==> config.mk <==
export PLATFORM = sky130hd
export DESIGN_NAME = instr_cycle_seq
export DESIGN_NICKNAME = d
export VERILOG_FILES = /design/src/rtl/instr_cycle_seq.sv
export SDC_FILE = /design/constraint.sdc
export NUM_CORES = 1
export LEC_CHECK = 0
export CORE_MARGIN = 3
export CORE_UTILIZATION = 35
export CTS_CLUSTER_SIZE = 24
export DETAILED_ROUTE_END_ITERATION = 12
export SYNTH_ARGS = -nofsm -noshare
export SYNTH_HDL_FRONTEND = slang
export SYNTH_SLANG_ARGS = --single-unit
==> constraint.sdc <==
create_clock -name clk -period 2.4 [get_ports clk]
set_input_delay 0.36 -clock clk [delete_from_list [all_inputs] [get_ports clk]]
set_output_delay 0.36 -clock clk [all_outputs]
set_load 0.005 [all_outputs]
==> src/rtl/instr_cycle_seq.sv <==
module instr_cycle_seq #(
  parameter int DW      = 16,
  parameter int SP_INIT = 'h0F0,
  parameter int IVEC    = 'h080
) (
  input  logic          clk,
  input  logic          rst,
  input  logic          irq,
  output logic [DW-5:0] mem_addr,
  output logic [DW-1:0] mem_wdata,
  input  logic [DW-1:0] mem_rdata,
  output logic          mem_rd,
  output logic          mem_wr,
  input  logic          mem_rdy,
  output logic [DW-5:0] pc_o,
  output logic [DW-1:0] acc_o,
  output logic [6:0]    psw_o,
  output logic [1:0]    phase_o
);
  localparam int AW = DW - 4;

  localparam logic [2:0] OP_LD  = 3'd0;
  localparam logic [2:0] OP_ST  = 3'd1;
  localparam logic [2:0] OP_ADD = 3'd2;
  localparam logic [2:0] OP_JMP = 3'd3;
  localparam logic [2:0] OP_JZ  = 3'd4;
  localparam logic [2:0] OP_RTI = 3'd5;

  typedef enum logic [3:0] {
    S_FADDR, S_FREAD, S_FIR,
    S_IADDR, S_IREAD,
    S_EXEC, S_EREAD, S_EALU, S_EWRITE, S_ERTI,
    S_ISAVE, S_IWR
  } state_t;

  state_t          st;
  logic [AW-1:0]   pc, mar, sp;
  logic [DW-1:0]   mbr, ir, acc;
  logic [4:0]      flags;
  logic            ie, sup, bumped;

  wire [2:0]    op   = ir[DW-1:DW-3];
  wire [AW-1:0] ea   = mbr[AW-1:0];
  wire [DW:0]   sum  = {1'b0, acc} + {1'b0, mbr};
  wire          ovf  = (acc[DW-1] == mbr[DW-1]) && (sum[DW-1] != acc[DW-1]);
  wire state_t  tail = (irq && ie) ? S_ISAVE : S_FADDR;

  assign mem_addr  = mar;
  assign mem_wdata = mbr;
  assign mem_rd    = (st == S_FREAD) || (st == S_IREAD) || (st == S_EREAD);
  assign mem_wr    = (st == S_EWRITE) || (st == S_IWR);
  assign pc_o      = pc;
  assign acc_o     = acc;
  assign psw_o     = {sup, ie, flags};
  assign phase_o   = (st == S_IADDR || st == S_IREAD) ? 2'd1 :
                     (st == S_ISAVE || st == S_IWR)   ? 2'd3 :
                     (st == S_FADDR || st == S_FREAD || st == S_FIR) ? 2'd0 : 2'd2;

  always_ff @(posedge clk) begin
    if (rst) begin
      st     <= S_FADDR;
      pc     <= '0;
      mar    <= '0;
      mbr    <= '0;
      ir     <= '0;
      acc    <= '0;
      sp     <= AW'(SP_INIT);
      flags  <= '0;
      ie     <= 1'b0;
      sup    <= 1'b1;
      bumped <= 1'b0;
    end else begin
      case (st)
        S_FADDR: begin
          mar    <= pc;
          bumped <= 1'b0;
          st     <= S_FREAD;
        end
        S_FREAD: begin
          if (!bumped) begin
            pc     <= pc + 1'b1;
            bumped <= 1'b1;
          end
          if (mem_rdy) begin
            mbr <= mem_rdata;
            st  <= S_FIR;
          end
        end
        S_FIR: begin
          ir <= mbr;
          st <= (mbr[DW-4] && mbr[DW-1:DW-3] <= OP_JZ) ? S_IADDR : S_EXEC;
        end
        S_IADDR: begin
          mar <= ea;
          st  <= S_IREAD;
        end
        S_IREAD: if (mem_rdy) begin
          mbr <= mem_rdata;
          st  <= S_EXEC;
        end
        S_EXEC: begin
          case (op)
            OP_LD, OP_ADD: begin
              mar <= ea;
              st  <= S_EREAD;
            end
            OP_ST: begin
              mar <= ea;
              mbr <= acc;
              st  <= S_EWRITE;
            end
            OP_JMP: begin
              pc <= ea;
              st <= tail;
            end
            OP_JZ: begin
              if (flags[0]) pc <= ea;
              st <= tail;
            end
            OP_RTI: begin
              mar <= sp;
              st  <= S_EREAD;
            end
            default: st <= tail;
          endcase
        end
        S_EREAD: if (mem_rdy) begin
          mbr <= mem_rdata;
          st  <= (op == OP_RTI) ? S_ERTI : S_EALU;
        end
        S_EALU: begin
          if (op == OP_ADD) begin
            acc   <= sum[DW-1:0];
            flags <= {acc == mbr, ovf, sum[DW-1], sum[DW], sum[DW-1:0] == '0};
          end else begin
            acc <= mbr;
          end
          st <= tail;
        end
        S_EWRITE: if (mem_rdy) st <= tail;
        S_ERTI: begin
          pc  <= mbr[AW-1:0];
          sp  <= sp + 1'b1;
          ie  <= 1'b1;
          sup <= 1'b0;
          st  <= tail;
        end
        S_ISAVE: begin
          sp  <= sp - 1'b1;
          mar <= sp - 1'b1;
          mbr <= {{(DW-AW){1'b0}}, pc};
          st  <= S_IWR;
        end
        S_IWR: if (mem_rdy) begin
          pc  <= AW'(IVEC);
          ie  <= 1'b0;
          sup <= 1'b1;
          st  <= S_FADDR;
        end
        default: st <= S_FADDR;
      endcase
    end
  end

  assert_fetch_addr_R1: assert property (@(posedge clk) disable iff (rst)
    (st == S_FADDR) |=> (mem_addr == $past(pc)));

  assert_pc_step_R2: assert property (@(posedge clk) disable iff (rst)
    (st == S_FREAD && !bumped) |=> (pc == $past(pc) + 1'b1));

  assert_flags_only_add_R6: assert property (@(posedge clk) disable iff (rst)
    !(st == S_EALU && op == OP_ADD) |=> $stable(flags));

  assert_int_entry_R7: assert property (@(posedge clk) disable iff (rst)
    (st == S_IWR && mem_rdy) |=> (pc == AW'(IVEC) && !ie && sup));

  assert_int_gate_R8: assert property (@(posedge clk) disable iff (rst)
    (phase_o == 2'd3 && $past(phase_o) != 2'd3) |-> $past(ie));

  assert_hold_R10: assert property (@(posedge clk) disable iff (rst)
    ((mem_rd || mem_wr) && !mem_rdy) |=>
      ($stable(mem_addr) && $stable(mem_wdata) && $stable(mem_rd) && $stable(mem_wr)));

  assert_one_strobe_R10: assert property (@(posedge clk) disable iff (rst)
    !(mem_rd && mem_wr));

endmodule

---- Word-level counts from Yosys, hierarchy flattened ----
Index checks and enable logic that the tools add are counted.
word-level totals
  register bits ........................... 96
  input port bits ......................... 20
  output and inout port bits .............. 67
  logic and storage cells ................. 105
operators by class
  $add $sub $neg .......................... 4
  order comparisons ....................... 1
  eq/ne operators ......................... 30
  mux-type cells .......................... 30
  reductions and logical operators ........ 29
operators with widths
  cell                                                                    count
  12-bit one-hot mux with 4 select lines                                  2
  12-bit one-hot mux with 2 select lines                                  3
  16-bit 2-to-1 mux                                                       3
  16-bit one-hot mux with 3 select lines                                  1
  4-bit one-hot mux with 11 select lines                                  1
  12-bit 2-to-1 mux                                                       3
  4-bit 2-to-1 mux                                                        7
  12-bit by 1-bit adder with 12-bit output (second input constant)        2
  16-bit by 16-bit adder with 17-bit output                               1
  16-bit equality test                                                    1
  4-bit by 3-bit equality test with 1-bit output (second input constant)  4
  4-bit equality test (second input constant)                             4
  16-bit zero test                                                        1
  2-bit != test (second input constant)                                   6
  12-bit by 1-bit subtractor with 12-bit output (second input constant)   1
  5-bit AND reduction                                                     2
  3-bit OR reduction                                                      3
  4-bit by 2-bit equality test with 1-bit output (second input constant)  2
  4-bit one-hot mux with 2 select lines                                   1
  4-bit nonzero test                                                      2
  1-bit logical OR                                                        7
  3-bit by 2-bit equality test with 1-bit output (second input constant)  2
  3-bit equality test (second input constant)                             2
  2-bit 2-to-1 mux                                                        3
  19 further kinds                                                        30

---- Depth between registers and ports, before layout ----
Gate-level depths: netlist (run 1).
  depth after elaboration ................. 6
  depth in mapped cells ................... 11
  depth with buffers taken out ............ 11

---- Least setup slack after synthesis (run 1) ----
OpenSTA, ideal clock, no wires.
  path kind ............................... register -> register
  start ................................... register mbr[0], in the netlist mem_wdata[0]
  end ..................................... register acc[14], in the netlist acc_o[14]
  setup time .............................. 0.065 ns
  arrival time ............................ 2.375 ns
  data required time ...................... 2.335 ns
  path slack .............................. -0.040 ns
  stages on the path, launching flop included .. 12
  path buffers ............................ 0
  clock period less this slack ............ 2.440 ns
  path through ............................ dfxtp_1 ha_1 inv_1 fa_1 nand2b_1 a21o_1 a2111oi_4 o22ai_2 xor2_1 a211oi_1 a21oi_1 nor2_1
on the way
  longest elaborated chain between the ends .. 2
ends and longest elaborated chain
  element                                    line  RTL
  from (decl)                                38    logic [DW-1:0] mbr, ir, acc;
  from (signal assigned)                     85    mbr <= mem_rdata;
  from (signal assigned)                     98    mbr <= mem_rdata;
  from (signal assigned)                     128   mbr <= mem_rdata;
  16-bit by 16-bit adder with 17-bit output  44    wire [DW:0] sum = {1'b0, acc} + {1'b0, mbr};
  16-bit 2-to-1 mux                          132   if (op == OP_ADD) begin
  to (signal assigned)                       133   acc <= sum[DW-1:0];
  to (signal assigned)                       136   acc <= mbr;
  to (decl)                                  38
Every way passes these cells.
A chain may end at the register's enable or synchronous reset.

---- Worst setup path in the final report (run 1) ----
  start ................................... register mbr[0], in the netlist mem_wdata[0]
  end ..................................... register flags[0]
on the way
  longest elaborated chain between the ends .. 2
ends and longest elaborated chain
  element                                    line  RTL
  16-bit by 16-bit adder with 17-bit output  44
  16-bit zero test                           134   flags <= {acc == mbr, ovf, sum[DW-1], sum[DW], sum[DW-1:0] == '0};
  to (signal assigned)                       134
  to (decl)                                  39    logic [4:0] flags;
Every way passes these cells.

==> metrics.yaml, run 1 <==
run_status:
  outcome: "completed"
yosys:
  synth_area_leaders: "dfxtp_1 (30%), nor2_1 (7.9%), nand2_1 (5.3%), a21oi_1 (4.9%), ha_1 (4.3%)"
  synthAdderAreaFrac: 0.0463
  synth_enable_flop_cells: 0
  syn_inst: 726
  avgSynthCellArea_sq_um: 7.66
  synthMuxAreaShare: 0.0162
  syn_area_sq_um: 5560
  synth-compound-area-share: 0.271
  ys_seq_area_frac: 0.299
  yosys_warnings: 0
  synth_top_family_by_area: "compound AO/OA/AOI/OAI gates"
  synth_simple_gate_area_frac: 0.258
  synth_nets: 766
  synth_seq_cells: 83
  synth_area_leader_cell: "dfxtp_1"
  ys.flop_type: "dfxtp_1"
  yosysTopAreaCellShare: 0.299
  synthArstFlopShare: 0
  synth_cell_types: 73
  synth-xor-area-share: 0.0535
sta:
  hold_viol: 0
  slew_viol_final: 0
  fmax_ghz: 0.429
  fin_skew_ns: 0.00709
  rsz0062_at_grt: "yes"
  relSlewSlack: 0.374
  finalSetupViolCount: 0
  tightest_slew_ns: 0.939
  post-route-min-period_ns: 2.33
  fin_crit_sh: 0.972
route:
  viasPerCell: 5.59
  routedWlPerCell_um: 18.1
  drt_iter0_markers: 397
  first_pass_iters: 5
  routed_wl_mm: 19.1
  drcViolationCount: 0
  via_count: 5899
  antenna_left: 0
floorplanning:
  dieArea_sq_um: 17400
  start_util: 0.362
  num_io_pins: 87
  row_count: 45
  coreArea_sq_um: 15400
  die_h_um: 132
  die_x_um: 132
global_routing:
  antenna_found_initial: 0
  grt_usage: 0.215
  grt_pass1_wl_mm: 30.6
  grt_max_degree: 84
  overflow: 0
  grt_pass1_vias: 5607
power:
  finalPower_mw: 5.37
  power_leakage_nw: 2.65
  peakVddDrop_mv: 0.433
  p_per_area_nw_per_um2: 726
placed_design:
  dpl.hpwl_mm: 14.1
  place.gp.congestion: 0.911
  numPortBuffers: 86
  postPlaceCellArea_sq_um: 6960
critical_path:
  arrival_ns: 2.62
  cp.required_ns: 2.68
  critPathCaptureType: "flop"
  critPathMaxFanout: 3
  setup.worst_path.start_class: "flop"
  path_class: "reg2reg"
clock_tree:
  clk_pin_slew_ns: 0.06
  cts_sinks: 83
  cts_max_level: 3
  hold_buffers: 0
  cts-buffers-inserted: 9
  cts_root_buf: "clkbuf_16"
  clock_latency_ns: 0.35
  cts_tree: "done"
  clk_path_buf_depth: 2
hold_path:
  hp-class: "reg2reg"
finish:
  final_common_cell: "nor2_1"
  nNetsFinal: 880
  diodes: 0
  final_area_sq_um: 7390
  layout-drive-gt1-share: 0.163
  utilization: 0.481
  mostFrequentLayoutCells: "nor2_1 (114), clkdlybuf4s50_1 (85), nand2_1 (78)"
  fillCellCount: 1492
  area_growth_pct: 32.8
run:
  cap_violations: 0
-- per-layer routing --
layer	vias to the layer above	track usage	wire [um]
met5	-	0	0
met4	0	0.0578	320
met3	21	0.0382	1010
met2	180	0.349	8920
met1	2839	0.294	8820
li1	2859	-	-
-- through the flow --
stage	setup WS [ns]	TNS (ns)	hold WS (ns)	cells
floorplan	0.0253	0	0.438	726
global placement	-0.0733	-0.117	0.460	1037
detailed placement	-0.104	-0.175	0.479	1037
CTS	0.0245	0	0.492	1053
global route	-0.0475	-0.0979	0.495	1056
finish	0.0665	0	0.481	1056
-- logic make-up (layout without fill, tap and decap cells) --
family | count (synthesis) | count (layout)
AO/OA/AOI/OAI | 218 | 218
XOR/XNOR | 34 | 34
adder cells (fa/ha/maj) | 20 | 20
buffers and inverters | 70 | 189
flip-flops | 83 | 83
multiplexers | 9 | 9
AND/OR/NAND/NOR | 292 | 292
-- area by class of cell --
| cell class | instances | area (sq um) | area share |
|---|---|---|---|
| clock inverters | 7 | 92.6 | 0.0125 |
| well taps | 211 | 264 | 0.0357 |
| flip-flops and latches | 83 | 1670 | 0.226 |
| clock buffers | 9 | 225 | 0.0305 |
| repair buffers | 157 | 1410 | 0.191 |
| inverters | 16 | 60.1 | 0.00813 |
| multi-input cells | 573 | 3660 | 0.496 |
-- cells in the mapped netlist, types with 4 or more instances --
cell and number:
xnor2_1 18, nor2_1 117, o211ai_1 9, nand2_1 78
nand4_1 6, dfxtp_1 83, a31oi_1 4, a22oi_1 22
ha_1 19, buf_4 5, a311oi_1 21, clkbuf_1 25
o21ai_1 6, nor2b_1 5, inv_1 15, xor2_1 16
a211oi_1 19, nor4_1 4, and3_1 9, a221oi_1 6
mux2i_1 9, nand3_1 13, nor3_1 10, and2_1 4
buf_2 19, o22ai_1 7, nand2b_1 13, a21oi_1 54
a32o_1 6, a222oi_1 6, o21ai_0 36
-- registers in the layout, summed over array words and instances, names as in the netlist --
| register | cells |
|---|---|
| acc_o | 16 |
| mem_wdata | 16 |
| mem_addr | 12 |
| pc_o | 12 |
| sp | 12 |
| flags | 5 |
| st | 4 |
| ir | 3 |
| bumped | 1 |
| ie | 1 |
| sup | 1 |
-- repair_timing --
item                                    in CTS  in global routing
setup buffers                                0                  3
endpoints found under the setup margin       5                 14
resized for setup                            8                 18
pin swaps                                    2                  3
-- critical path, cell delays in order (launching register included) --
cell and delay (ns):
dfxtp_2 0.35, ha_4 0.14, inv_2 0.03, fa_2 0.33, nand2b_4 0.15, a21o_1 0.19
a2111oi_4 0.35, o22ai_2 0.13, xor2_1 0.21, and2_1 0.16, nand4b_1 0.10, o21ai_1 0.12
-- worst paths after layout --
check / slack (ns) / depth (start not counted) / startpoint / endpoint
hold reg to reg: 0.48 / 2 / sup / sup
hold / removal: 0.48 / 2 / sup / sup
setup / recovery: 0.07 / 11 / mem_wdata[0] / flags[0]
setup reg to reg: 0.07 / 11 / mem_wdata[0] / flags[0]
-- report_power, final --
part           switching [mW]  internal, mW  total (mW)
logic                    1.09          1.01        2.10
registers               0.196          1.56        1.75
clock network           0.605         0.910        1.52
Note: power is estimated with default switching activity, not from simulation.
==> run 2, diff against run 1 <==
--- a/config.mk
+++ b/config.mk
@@ -5,8 +5,10 @@
 export SDC_FILE = /design/constraint.sdc
 export NUM_CORES = 1
 export LEC_CHECK = 0
+export CORE_ASPECT_RATIO = 1.75
 export CORE_MARGIN = 3
-export CORE_UTILIZATION = 35
+export CORE_UTILIZATION = 30
+export CTS_BUF_LIST = sky130_fd_sc_hd__clkbuf_4 sky130_fd_sc_hd__clkbuf_8 sky130_fd_sc_hd__clkbuf_16
 export CTS_CLUSTER_SIZE = 24
 export DETAILED_ROUTE_END_ITERATION = 12
 export SYNTH_ARGS = -nofsm -noshare
==> metrics.yaml, run 2 (synthesis gave the netlist of run 1 again) <==
critical_path:
  setup.worst_path.start_class: "flop"  # unchanged
  reg2reg_to: "flags[0]"  # unchanged
  cp_top_family: "compound AO/OA/AOI/OAI gates"  # unchanged
  critPathBufInv: 1  # unchanged
  path_class: "reg2reg"  # unchanged
  arrival_ns: 2.68  # was 2.62 ns
  critPathSlowestCell: "a2111oi_4"  # was dfxtp_2
  critPathMaxStageDelay_ns: 0.36  # was 0.35 ns
  worstPathCellList: "ha_4 -> inv_2 -> fa_2 -> nand2b_4 -> a21o_1 -> a2111oi_4 -> o22ai_2 -> xor2_1 -> and2_1 -> nand4b_1 -> o21ai_1"  # unchanged
  critPathMaxFanout: 3  # unchanged
  worstReg2RegStart: "mem_wdata[0]"  # unchanged
  worst-r2r-setup-slack_ns: 0.007  # was 0.07 ns
  cp-startpoint: "mem_wdata[0]"  # unchanged
  ff2ff_path_depth: 11  # unchanged
  cp.required_ns: 2.69  # was 2.68 ns
  critPathCaptureType: "flop"  # unchanged
route:
  antenna_left: 0  # unchanged
  routed_wl_mm: 19.5  # was 19.1 mm
  first_pass_iters: 7  # was 5
  viasPerCell: 5.39  # was 5.59
  drcViolationCount: 0  # unchanged
  via_count: 5880  # was 5899
  routedWlPerCell_um: 17.9  # was 18.1 um
  drt_iter0_markers: 422  # was 397
power:
  p_per_area_nw_per_um2: 726  # about the same
  peakVddDrop_mv: 0.414  # was 0.433 mV
  finalPower_mw: 5.45  # was 5.37 mW
  power_leakage_nw: 2.71  # was 2.65 nW
sta:
  tightest_slew_ns: 0.934  # was 0.939 ns
  post-route-min-period_ns: 2.39  # was 2.33 ns
  slew_viol_final: 0  # unchanged
  rsz0062_at_grt: "yes"  # unchanged
  hold_viol: 0  # unchanged
  whs_ns: 0.467  # was 0.481 ns
  fin_skew_ns: 0.0133  # was 0.00709 ns
  relSlewSlack: 0.377  # was 0.374
  finalSetupViolCount: 0  # unchanged
  fmax_ghz: 0.418  # was 0.429 GHz
  fin_crit_sh: 0.997  # was 0.972
hold_path:
  holdPathEnd: "sup"  # unchanged
  min-delay-start: "sup"  # unchanged
  hold_depth: 2  # unchanged
  hp-class: "reg2reg"  # unchanged
finish:
  fillCellCount: 1803  # was 1492
  utilization: 0.414  # was 0.481
  regArea_sq_um: 1670  # about the same
  layout-drive-gt1-share: 0.169  # was 0.163
  nNetsFinal: 891  # was 880
  stdcell_count: 1090  # was 1056
  final_area_sq_um: 7510  # was 7390 sq um
  area_growth_pct: 35.0  # was 32.8%
  multi_input_area_sq_um: 3660  # about the same
  mostFrequentLayoutCells: "nor2_1 (115), clkdlybuf4s50_1 (85), buf_4 (80)"  # was nor2_1 (114), clkdlybuf4s50_1 (85), nand2_1 (78)
  final_common_cell: "nor2_1"  # unchanged
  diodes: 0  # unchanged
floorplanning:
  die_x_um: 109  # was 132 um
  die_h_um: 186  # was 132 um
  row_count: 65  # was 45
  coreArea_sq_um: 18100  # was 15400 sq um
  dieArea_sq_um: 20300  # was 17400 sq um
  start_util: 0.307  # was 0.362
  num_io_pins: 87  # unchanged
clock_tree:
  hold_buffers: 0  # unchanged
  clk_path_buf_depth: 2  # unchanged
  cts_sinks: 83  # unchanged
  clk_pin_slew_ns: 0.07  # was 0.06 ns
  cts_root_buf: "clkbuf_16"  # unchanged
  clock_latency_ns: 0.36  # was 0.35 ns
  cts_tree: "done"  # unchanged
  cts_max_level: 3  # unchanged
  cts-buffers-inserted: 9  # unchanged
run:
  cap_violations: 0  # unchanged
placed_design:
  placedCellCount: 1072  # was 1037
  place.gp.congestion: 0.916  # was 0.911
  postPlaceCellArea_sq_um: 7090  # was 6960 sq um
  dpl.hpwl_mm: 14.7  # was 14.1 mm
  numPortBuffers: 86  # unchanged
global_routing:
  grt_usage: 0.195  # was 0.215
  antenna_found_initial: 0  # unchanged
  overflow: 0  # unchanged
  grt_pass1_vias: 5887  # was 5607
  grt_max_degree: 84  # unchanged
  grt_pass1_wl_mm: 31.0  # was 30.6 mm
run_status:
  outcome: "completed"  # unchanged
[run 2: changes by cell type in the layout (fill, tap and decap cells not counted), sizes merged]
cell,delta
buf,+11
clkinv,-5
inv,+4
clkinvlp,+1
[run 2: tightest hold or removal path, stage by stage, from the launching register on]
cell and delay (ns):
dfxtp_1 0.33, a21oi_1 0.06, nand2_1 0.05
[run 2: worst max-delay path by stage]
stage,end,depth (start not counted),slack [ns]
after floorplan,acc_o[14],11,0.03
after global placement,flags[0],11,-0.07
after detailed placement,flags[0],11,-0.17
after CTS,flags[0],11,-0.002
after global routing,flags[1],11,-0.11
final,flags[0],11,0.007
[run 2: cell type report]
type | instances | share of cell area
tap | 234 | 0.0390
inverter | 16 | 0.00799
sequential | 83 | 0.222
timing repair buffer | 168 | 0.199
multi-input combinational | 573 | 0.488
clock buffer | 9 | 0.0300
clock inverter | 7 | 0.0140
[run 2: where the power goes]
part	switching [mW]	total (mW)	internal [mW]	leakage [nW]
Clock	0.661	1.59	0.931	0.159
Combinational	1.10	2.13	1.02	1.87
Sequential	0.181	1.73	1.55	0.676
Total	1.95	5.45	3.51	2.71
[run 2: layer usage]
layer	track usage	share of wire
met3	0.0242	0.047
met2	0.360	0.53
met4	0.0940	0.039
met5	0	0
met1	0.217	0.38
[run 2: metrics by stage]
step,setup TNS (ns),setup slack [ns]
floorplan,0,0.0253
global placement,-0.240,-0.0750
detailed placement,-0.604,-0.172
CTS,-0.00212,-0.00212
global route,-0.477,-0.107
finish,0,0.00692
[run 2: timing repair]
item / in CTS / in global routing
setup buffers: 1 / 1
pin swaps: 6 / 7
setup endpoints to repair: 9 / 24
resized for setup: 10 / 13
